### config.mk
export PLATFORM = sky130hd
export DESIGN_NAME = spi_duplex_ctrl
export DESIGN_NICKNAME = d
export VERILOG_FILES = /design/src/rtl/spi_duplex_pkg.sv /design/src/rtl/spi_in_sync.sv /design/src/rtl/spi_tick_gen.sv /design/src/rtl/spi_duplex_ctrl.sv
export SDC_FILE = /design/constraint.sdc
export NUM_CORES = 1
export LEC_CHECK = 0
export BUFFER_PORTS_ARGS = -buffer_cell sky130_fd_sc_hd__buf_4
export CORE_MARGIN = 2
export CORE_UTILIZATION = 55
export DETAILED_ROUTE_END_ITERATION = 10
export HOLD_SLACK_MARGIN = 0.12
export PLACE_DENSITY_LB_ADDON = 0.05
export SLEW_MARGIN = 10
export SYNTH_ARGS = -nofsm -noshare
export SYNTH_HDL_FRONTEND = slang
export SYNTH_SLANG_ARGS = --single-unit
export TNS_END_PERCENT = 100
### constraint.sdc
create_clock -name clk -period 2.3 [get_ports clk]
set_clock_uncertainty 0.05 [all_clocks]
set_input_delay 0.345 -clock clk [delete_from_list [all_inputs] [get_ports clk]]
set_output_delay 0.345 -clock clk [all_outputs]
set_load 0.02 [all_outputs]
### src/rtl/spi_duplex_pkg.sv
package spi_duplex_pkg;
    localparam int BYTE_W  = 8;
    localparam int DIV_W   = 2;
    localparam int EDGE_W  = $clog2(2 * BYTE_W);
    localparam int BIT_W   = $clog2(BYTE_W);

    localparam logic [1:0] ADDR_CTRL = 2'd0;
    localparam logic [1:0] ADDR_STAT = 2'd1;
    localparam logic [1:0] ADDR_DATA = 2'd2;

    // Control register layout, most significant field first.
    typedef struct packed {
        logic             irq_en;
        logic [DIV_W-1:0] div_sel;
        logic             cpol;
        logic             cpha;
        logic             master;
        logic             ign_sel;
        logic             en;
    } ctrl_t;

    typedef struct packed {
        ctrl_t              ctrl;
        logic               done;
        logic               wcol;
        logic [BYTE_W-1:0]  data;
        logic [BYTE_W-1:0]  tx;
        logic [BYTE_W-1:0]  rx;
        logic               busy;
        logic               sclk;
        logic [EDGE_W-1:0]  edge_cnt;
        logic [BIT_W-1:0]   sbit;
        logic               sclk_prev;
    } eng_t;
endpackage

### src/rtl/spi_in_sync.sv
module spi_in_sync #(
    parameter int               WIDTH   = 1,
    parameter int               STAGES  = 2,
    parameter logic [WIDTH-1:0] RST_VAL = '0
) (
    input  logic             clk,
    input  logic             rst_n,
    input  logic [WIDTH-1:0] d_in,
    output logic [WIDTH-1:0] d_out
);
    logic [WIDTH-1:0] stage_d [STAGES];
    logic [WIDTH-1:0] stage_q [STAGES];

    always_comb begin
        stage_d[0] = d_in;
        for (int i = 1; i < STAGES; i++) begin
            stage_d[i] = stage_q[i-1];
        end
    end

    always_ff @(posedge clk or negedge rst_n) begin
        if (!rst_n) begin
            for (int i = 0; i < STAGES; i++) begin
                stage_q[i] <= RST_VAL;
            end
        end else begin
            for (int i = 0; i < STAGES; i++) begin
                stage_q[i] <= stage_d[i];
            end
        end
    end

    assign d_out = stage_q[STAGES-1];
endmodule

### src/rtl/spi_tick_gen.sv
module spi_tick_gen #(
    parameter int DIV_W = 2
) (
    input  logic             clk,
    input  logic             rst_n,
    input  logic             run,
    input  logic [DIV_W-1:0] div_sel,
    output logic             tick
);
    localparam int CNT_W = (1 << DIV_W) + 1;

    logic [CNT_W-1:0] cnt_d, cnt_q;
    logic [CNT_W-1:0] half_m1;

    always_comb begin
        half_m1 = (CNT_W'(2) << div_sel) - CNT_W'(1);
        tick    = run && (cnt_q >= half_m1);
        if (!run || tick) begin
            cnt_d = '0;
        end else begin
            cnt_d = cnt_q + CNT_W'(1);
        end
    end

    always_ff @(posedge clk or negedge rst_n) begin
        if (!rst_n) begin
            cnt_q <= '0;
        end else begin
            cnt_q <= cnt_d;
        end
    end

    AST_TICK_GAP: assert property (@(posedge clk) disable iff (!rst_n)
        tick |=> !tick);
endmodule

### src/rtl/spi_duplex_ctrl.sv
module spi_duplex_ctrl
    import spi_duplex_pkg::*;
#(
    parameter int SYNC_STAGES = 2
) (
    input  logic              clk,
    input  logic              rst_n,
    input  logic              bus_wr,
    input  logic [1:0]        bus_addr,
    input  logic [BYTE_W-1:0] bus_wdata,
    output logic [BYTE_W-1:0] bus_rdata,
    output logic              irq,
    input  logic              ss_in,
    input  logic              sclk_in,
    output logic              sclk_out,
    output logic              sclk_oe,
    input  logic              mosi_in,
    output logic              mosi_out,
    output logic              mosi_oe,
    input  logic              miso_in,
    output logic              miso_out,
    output logic              miso_oe
);
    localparam logic [EDGE_W-1:0] LAST_EDGE = EDGE_W'(2 * BYTE_W - 1);
    localparam logic [BIT_W-1:0]  LAST_BIT  = BIT_W'(BYTE_W - 1);

    eng_t st_d, st_q;

    logic [2:0] sync_out;
    logic       ss_s, sclk_s, mosi_s;
    logic       tick;

    spi_in_sync #(
        .WIDTH  (3),
        .STAGES (SYNC_STAGES),
        .RST_VAL(3'b100)
    ) u_sync (
        .clk  (clk),
        .rst_n(rst_n),
        .d_in ({ss_in, sclk_in, mosi_in}),
        .d_out(sync_out)
    );

    assign {ss_s, sclk_s, mosi_s} = sync_out;

    spi_tick_gen #(
        .DIV_W(DIV_W)
    ) u_tick (
        .clk    (clk),
        .rst_n  (rst_n),
        .run    (st_q.busy),
        .div_sel(st_q.ctrl.div_sel),
        .tick   (tick)
    );

    logic wr_ctrl, wr_stat, wr_data;
    logic is_master, is_slave, slv_sel, slv_busy, fault;
    logic lead, sample;

    always_comb begin
        st_d = st_q;

        wr_ctrl = bus_wr && (bus_addr == ADDR_CTRL);
        wr_stat = bus_wr && (bus_addr == ADDR_STAT);
        wr_data = bus_wr && (bus_addr == ADDR_DATA);

        is_master = st_q.ctrl.en && st_q.ctrl.master;
        is_slave  = st_q.ctrl.en && !st_q.ctrl.master;
        slv_sel   = st_q.ctrl.ign_sel || !ss_s;
        slv_busy  = slv_sel && (!st_q.ctrl.cpha || (st_q.sbit != '0));
        fault     = is_master && !st_q.ctrl.ign_sel && !ss_s;
        lead      = (sclk_s != st_q.ctrl.cpol);
        sample    = lead ^ st_q.ctrl.cpha;

        // Register writes
        if (wr_ctrl) begin
            st_d.ctrl = ctrl_t'(bus_wdata);
        end
        if (wr_stat) begin
            if (bus_wdata[0]) st_d.done = 1'b0;
            if (bus_wdata[1]) st_d.wcol = 1'b0;
        end

        // Master shift engine, one step per half bit
        if (st_q.busy && tick) begin
            st_d.sclk     = !st_q.sclk;
            st_d.edge_cnt = st_q.edge_cnt + EDGE_W'(1);
            if (st_q.edge_cnt[0] == st_q.ctrl.cpha) begin
                st_d.rx = {st_q.rx[BYTE_W-2:0], miso_in};
            end else if (!(st_q.ctrl.cpha && st_q.edge_cnt == '0)) begin
                st_d.tx = {st_q.tx[BYTE_W-2:0], 1'b0};
            end
            if (st_q.edge_cnt == LAST_EDGE) begin
                st_d.busy = 1'b0;
                st_d.done = 1'b1;
                st_d.data = st_d.rx;
            end
        end

        // Slave shift engine on synchronised pad edges
        st_d.sclk_prev = sclk_s;
        if (!is_slave || !slv_sel) begin
            st_d.sbit = '0;
        end else if (sclk_s != st_q.sclk_prev) begin
            if (sample) begin
                st_d.rx   = {st_q.rx[BYTE_W-2:0], mosi_s};
                st_d.sbit = st_q.sbit + BIT_W'(1);
                if (st_q.sbit == LAST_BIT) begin
                    st_d.done = 1'b1;
                    st_d.data = st_d.rx;
                end
            end else if (!(st_q.ctrl.cpha && st_q.sbit == '0)) begin
                st_d.tx = {st_q.tx[BYTE_W-2:0], 1'b0};
            end
        end

        // Data register write: start, load or collide
        if (wr_data) begin
            if (is_master) begin
                if (st_q.busy) begin
                    st_d.wcol = 1'b1;
                end else begin
                    st_d.tx       = bus_wdata;
                    st_d.rx       = '0;
                    st_d.busy     = 1'b1;
                    st_d.edge_cnt = '0;
                end
            end else if (is_slave && slv_busy) begin
                st_d.wcol = 1'b1;
            end else if (is_slave) begin
                st_d.tx = bus_wdata;
            end
        end

        // Mode fault: another master owns the bus
        if (fault) begin
            st_d.ctrl.master = 1'b0;
            st_d.busy        = 1'b0;
            st_d.edge_cnt    = '0;
        end

        if (!st_d.busy) begin
            st_d.sclk = st_d.ctrl.cpol;
        end
    end

    always_ff @(posedge clk or negedge rst_n) begin
        if (!rst_n) begin
            st_q <= '0;
        end else begin
            st_q <= st_d;
        end
    end

    // Pin and bus outputs
    always_comb begin
        sclk_out = st_q.sclk;
        mosi_out = st_q.tx[BYTE_W-1];
        miso_out = st_q.tx[BYTE_W-1];
        sclk_oe  = is_master && (st_q.ctrl.ign_sel || st_q.busy);
        mosi_oe  = is_master && (st_q.ctrl.ign_sel || st_q.busy);
        miso_oe  = is_slave && (st_q.ctrl.ign_sel || !ss_in);
        irq      = st_q.ctrl.irq_en && st_q.done;
        case (bus_addr)
            ADDR_CTRL: bus_rdata = st_q.ctrl;
            ADDR_STAT: bus_rdata = {{(BYTE_W-2){1'b0}}, st_q.wcol, st_q.done};
            ADDR_DATA: bus_rdata = st_q.data;
            default:   bus_rdata = '0;
        endcase
    end

    AST_MODE_FAULT: assert property (@(posedge clk) disable iff (!rst_n)
        (is_master && !st_q.ctrl.ign_sel && !ss_s) |=> !st_q.ctrl.master);

    AST_SCLK_IDLE: assert property (@(posedge clk) disable iff (!rst_n)
        !st_q.busy |-> (st_q.sclk == st_q.ctrl.cpol));

    AST_DONE_ON_FINISH: assert property (@(posedge clk) disable iff (!rst_n)
        ($fell(st_q.busy) && st_q.ctrl.master) |-> st_q.done);

    AST_SLAVE_WCOL: assert property (@(posedge clk) disable iff (!rst_n)
        (wr_data && is_slave && slv_sel && !st_q.ctrl.cpha) |=> st_q.wcol);

    AST_DONE_STICKY: assert property (@(posedge clk) disable iff (!rst_n)
        (st_q.done && !(wr_stat && bus_wdata[0])) |=> st_q.done);

    AST_MASTER_WCOL: assert property (@(posedge clk) disable iff (!rst_n)
        (wr_data && is_master && st_q.busy && !fault) |=> (st_q.wcol && st_q.busy));
endmodule

==> results summary <==
The flow ran to the end, and the final reports show no timing, DRC or antenna violations. Among all stages on the critical path, the largest delay is contributed by dfrtp_1. The maximum fanout count along the critical path came out at 9. Across the run, the number of max-cap violations was 0. The via density per instance is 5.36.

The cell that appears most often on the critical path is nor2_1. The worst hold-check slack came out at 223 ps. The DRC violation total after the first TritonRoute iteration is 125. The core region area is approximately 0.0048 mm2. The synthesized area per cell came out at 10.4 um2.

The all-layer global routing usage came out at 22.3%. Broken down by cell family, the worst path's largest delay share belongs to compound AO/OA/AOI/OAI gates. The period utilization came out at 94.4%. The number of synthesized flops with an enable pin is 0.

The number of input and output port buffers inserted came out at 31. The area of the multi-input gates came out at 0.00129 mm2. The floorplan die height is 74.8 um. TritonCTS built the clock tree.

The kind of start point of the critical path is a flop. The number of antenna violations at the first check in global routing is 0. Once detail routing completed, the nets flagged for antenna violations numbered 0. The actual slew at the worst max-slew pin is 678 ps.

The die outline area came out at 0.00560 mm2. The peak ir drop on the vdd network is 579 uV. The number of setup buffers added after CTS is 0. The via count of the first global-routing pass came to roughly 1900. The number of nets produced by synthesis came out at 291.

The critical path buffer and inverter count is 1. For this run, the number of Yosys warnings is 0. After global routing the overflow that remains totals 0.

The critical setup path kind is reg -> reg. The clock tree root driver cell is clkbuf_8. For the worst setup path, the data required time is between 2000 and 2500 ps. The fraction of registers with async set/reset came out at between 90% and 100%. The number of distinct standard cells referenced by the synthesized netlist came out at 42. The initial core utilization is 57.6%. After detailed routing, the number of remaining DRC violations is 0. The number of storage elements in the synthesis netlist came out at 55. In this run the power density over the cells is between 800 and 900 mW/mm2. After layout, the design draws a total of 0.00270 W. The final-report max-slew violation count is 0.

The ratio of cells with drive above 1 in the final layout came out at 22.2%. The number of cells produced by synthesis is about 260. The number of nets in the layout came out at 332. The data arrival at the endpoint of the critical path came out at approximately 2300 ps. The buffer levels on the longest clock path came out at 2.

The total wire length came out at 5.66 mm. The kind of end point of the critical path is a flop. For this design, the sink count on the clock tree is 55.

For this run, the detailed router's first-pass iteration total came to 4. The cell area after placement came out at 0.00309 mm2. The smallest clock period supported by the final layout is computed as between 2000 and 2500 ps. Walking the worst path, the cells encountered are nor2_1, ha_1, a211oi_2, o21a_1, nor3b_2, buf_4, nor2_1, mux2_2.

The overall via count from detail_route came out at 2000. The die is 74.8 um wide. The layout overhead on the synthesized area is 17.8%. The cell row count came out at 25. The relative max-transition margin is 54.8%. The final weighted congestion in routability-driven placement is 0.858. The H-tree generated during clock tree synthesis spans 2 levels. The post-synthesis instance area came out at 0.00276 mm2. The finished cells cover about 0.0032 mm2. Derived from the worst setup path, the maximum achievable clock frequency is between 0.4 and 0.5 GHz. The routed length per instance is 15.2 um.

Summed over all failing endpoints, the final setup total negative slack is 0 ps. The latest clock arrival within the worst-skew pair came out at 310 ps. For this design the static power due to leakage is 1.54 nW. Counting the buffers created by CTS gives 5. The sequential cell area fraction in the yosys report came out at 50.0%. Entering global routing, the biggest net connects 56 pins. The maximum single-stage delay on the critical path came out at ~420 ps. The non-filler instance count after layout is 373. Across the whole layout, storage elements account for 0.00138 mm2. Clock-pin slew was measured on the worst setup and hold paths at 90 ps.

The kind of path behind the tightest hold check is in -> reg. The post-detailed-placement half-perimeter wirelength came out at 4.10 mm. The number of hold violations in the final report was 0. The wire length of the first global-routing pass came out at between 9 and 10 mm.

The cell total after placement is 361. After filler insertion, the fill cell instance count of the layout stands at 394. The number of ports placed on the die boundary came out at 32. The number of diodes is 0. The number of failing setup endpoints in the final timing report came out at 0. The most common flop cell mapped by yosys is dfrtp_1.
-- worst paths after layout --
kind / cells after the start / slack (ps) / endpoint / start
setup / recovery: 8 / 130 / sclk_out / st_q[42]
hold / removal: 3 / 220 / st_q[42] / bus_wdata[6]
setup reg to reg: 8 / 130 / sclk_out / st_q[42]
hold reg to reg: 0 / 300 / u_sync.d_out[0] / u_sync.stage_d[0]
max in group asynchronous: 2 / 1170 / u_tick.cnt_q[0] / rst_n
min in group asynchronous: 2 / 570 / st_q[23] / rst_n
-- layer usage --
layer,wire length [um],track usage [%],vias up
met5,0,0,-
met4,97,7.74,0
met3,234,3.48,11
met2,2680,35.6,44
met1,2650,31.3,944
li1,-,-,1001
-- registers in the layout (all words and copies together), names as in the netlist --
name and cells:
st_q 42, sclk_out 1, miso_out 1, u_tick.cnt_q 5, u_sync.stage_d 3, u_sync.d_out 3
-- timing repair --
item | in CTS | in global routing
resized for setup | 0 | 3
hold buffers | 4 | 0
hold endpoints to repair | 56 | 0
setup endpoints to repair | 0 | 14
-- worst register-to-register path, stage by stage, from the launching register on --
cell and delay (ps):
dfrtp_1 420, nor2_1 130, ha_1 250, a211oi_2 250, o21a_1 200, nor3b_2 70
buf_4 180, nor2_1 160, mux2_2 350
-- cells by family after synthesis --
group           synth area share (%)
compound gates                  13.3
xor+xnor                        3.18
fa+ha+maj                       4.54
buf+inv                         3.67
flops                           50.0
mux                             10.8
other cells                    0.136
simple gates                    14.3
-- cell usage in the layout (no fill, tap or decap), types with 2 or more instances in the layout --
master,instances
xnor2_1,5
mux2_2,10
buf_4,40
and2_1,2
nor2_1,31
xor2_1,5
dlygate4sd3_1,4
ha_1,10
a21oi_1,13
nand2_1,29
dfrtp_1,53
and3_1,2
o21ai_0,14
mux2i_1,17
a2bb2oi_1,6
o22ai_1,8
clkbuf_8,7
inv_1,9
a32o_1,2
or3_1,2
nand3_1,9
nor2b_1,4
nand2b_1,2
dfstp_2,2
-- power breakdown --
part | switching [W] | internal (W) | total (W) | leakage, nW
registers | 0.000174 | 0.00116 | 0.00133 | 0.705
clock network | 0.000293 | 0.000275 | 0.000568 | 0.0515
logic | 0.000416 | 0.000380 | 0.000796 | 0.783
-- area by class of cell --
type                       instances  area share, %
tap                               67           2.58
clock buffer                       8           3.08
sequential                        55           42.4
multi-input combinational        189           39.8
inverter                           9           1.04
timing repair buffer              45           11.1
-- stage by stage --
step                worst slack, ps  util [%]
finish                          129      67.9
global route                 -0.935      67.9
CTS                            68.8      67.6
detailed placement             88.8      64.7
global placement                152      64.7
floorplan                       289         -
-- cell usage after synthesis (2+ instances only) --
master	n	area [um2]
dfrtp_1	53	1330
nor2_1	31	116
nand2_1	29	109
mux2i_1	17	170
o21ai_0	14	70.1
a21oi_1	13	65.1
ha_1	10	125
mux2_2	10	113
inv_1	9	33.8
nand3_1	9	45.0
o22ai_1	8	50.1
a2bb2oi_1	6	52.6
xnor2_1	5	43.8
xor2_1	5	43.8
buf_4	4	30.0
nor2b_1	4	25.0
buf_2	3	15.0
clkbuf_1	3	11.3
a32o_1	2	20.0
and2_1	2	12.5
and3_1	2	12.5
dfstp_2	2	52.6
nand2b_1	2	12.5
nor3b_1	2	15.0
or3_1	2	12.5
(Power assumes the default switching activity.)
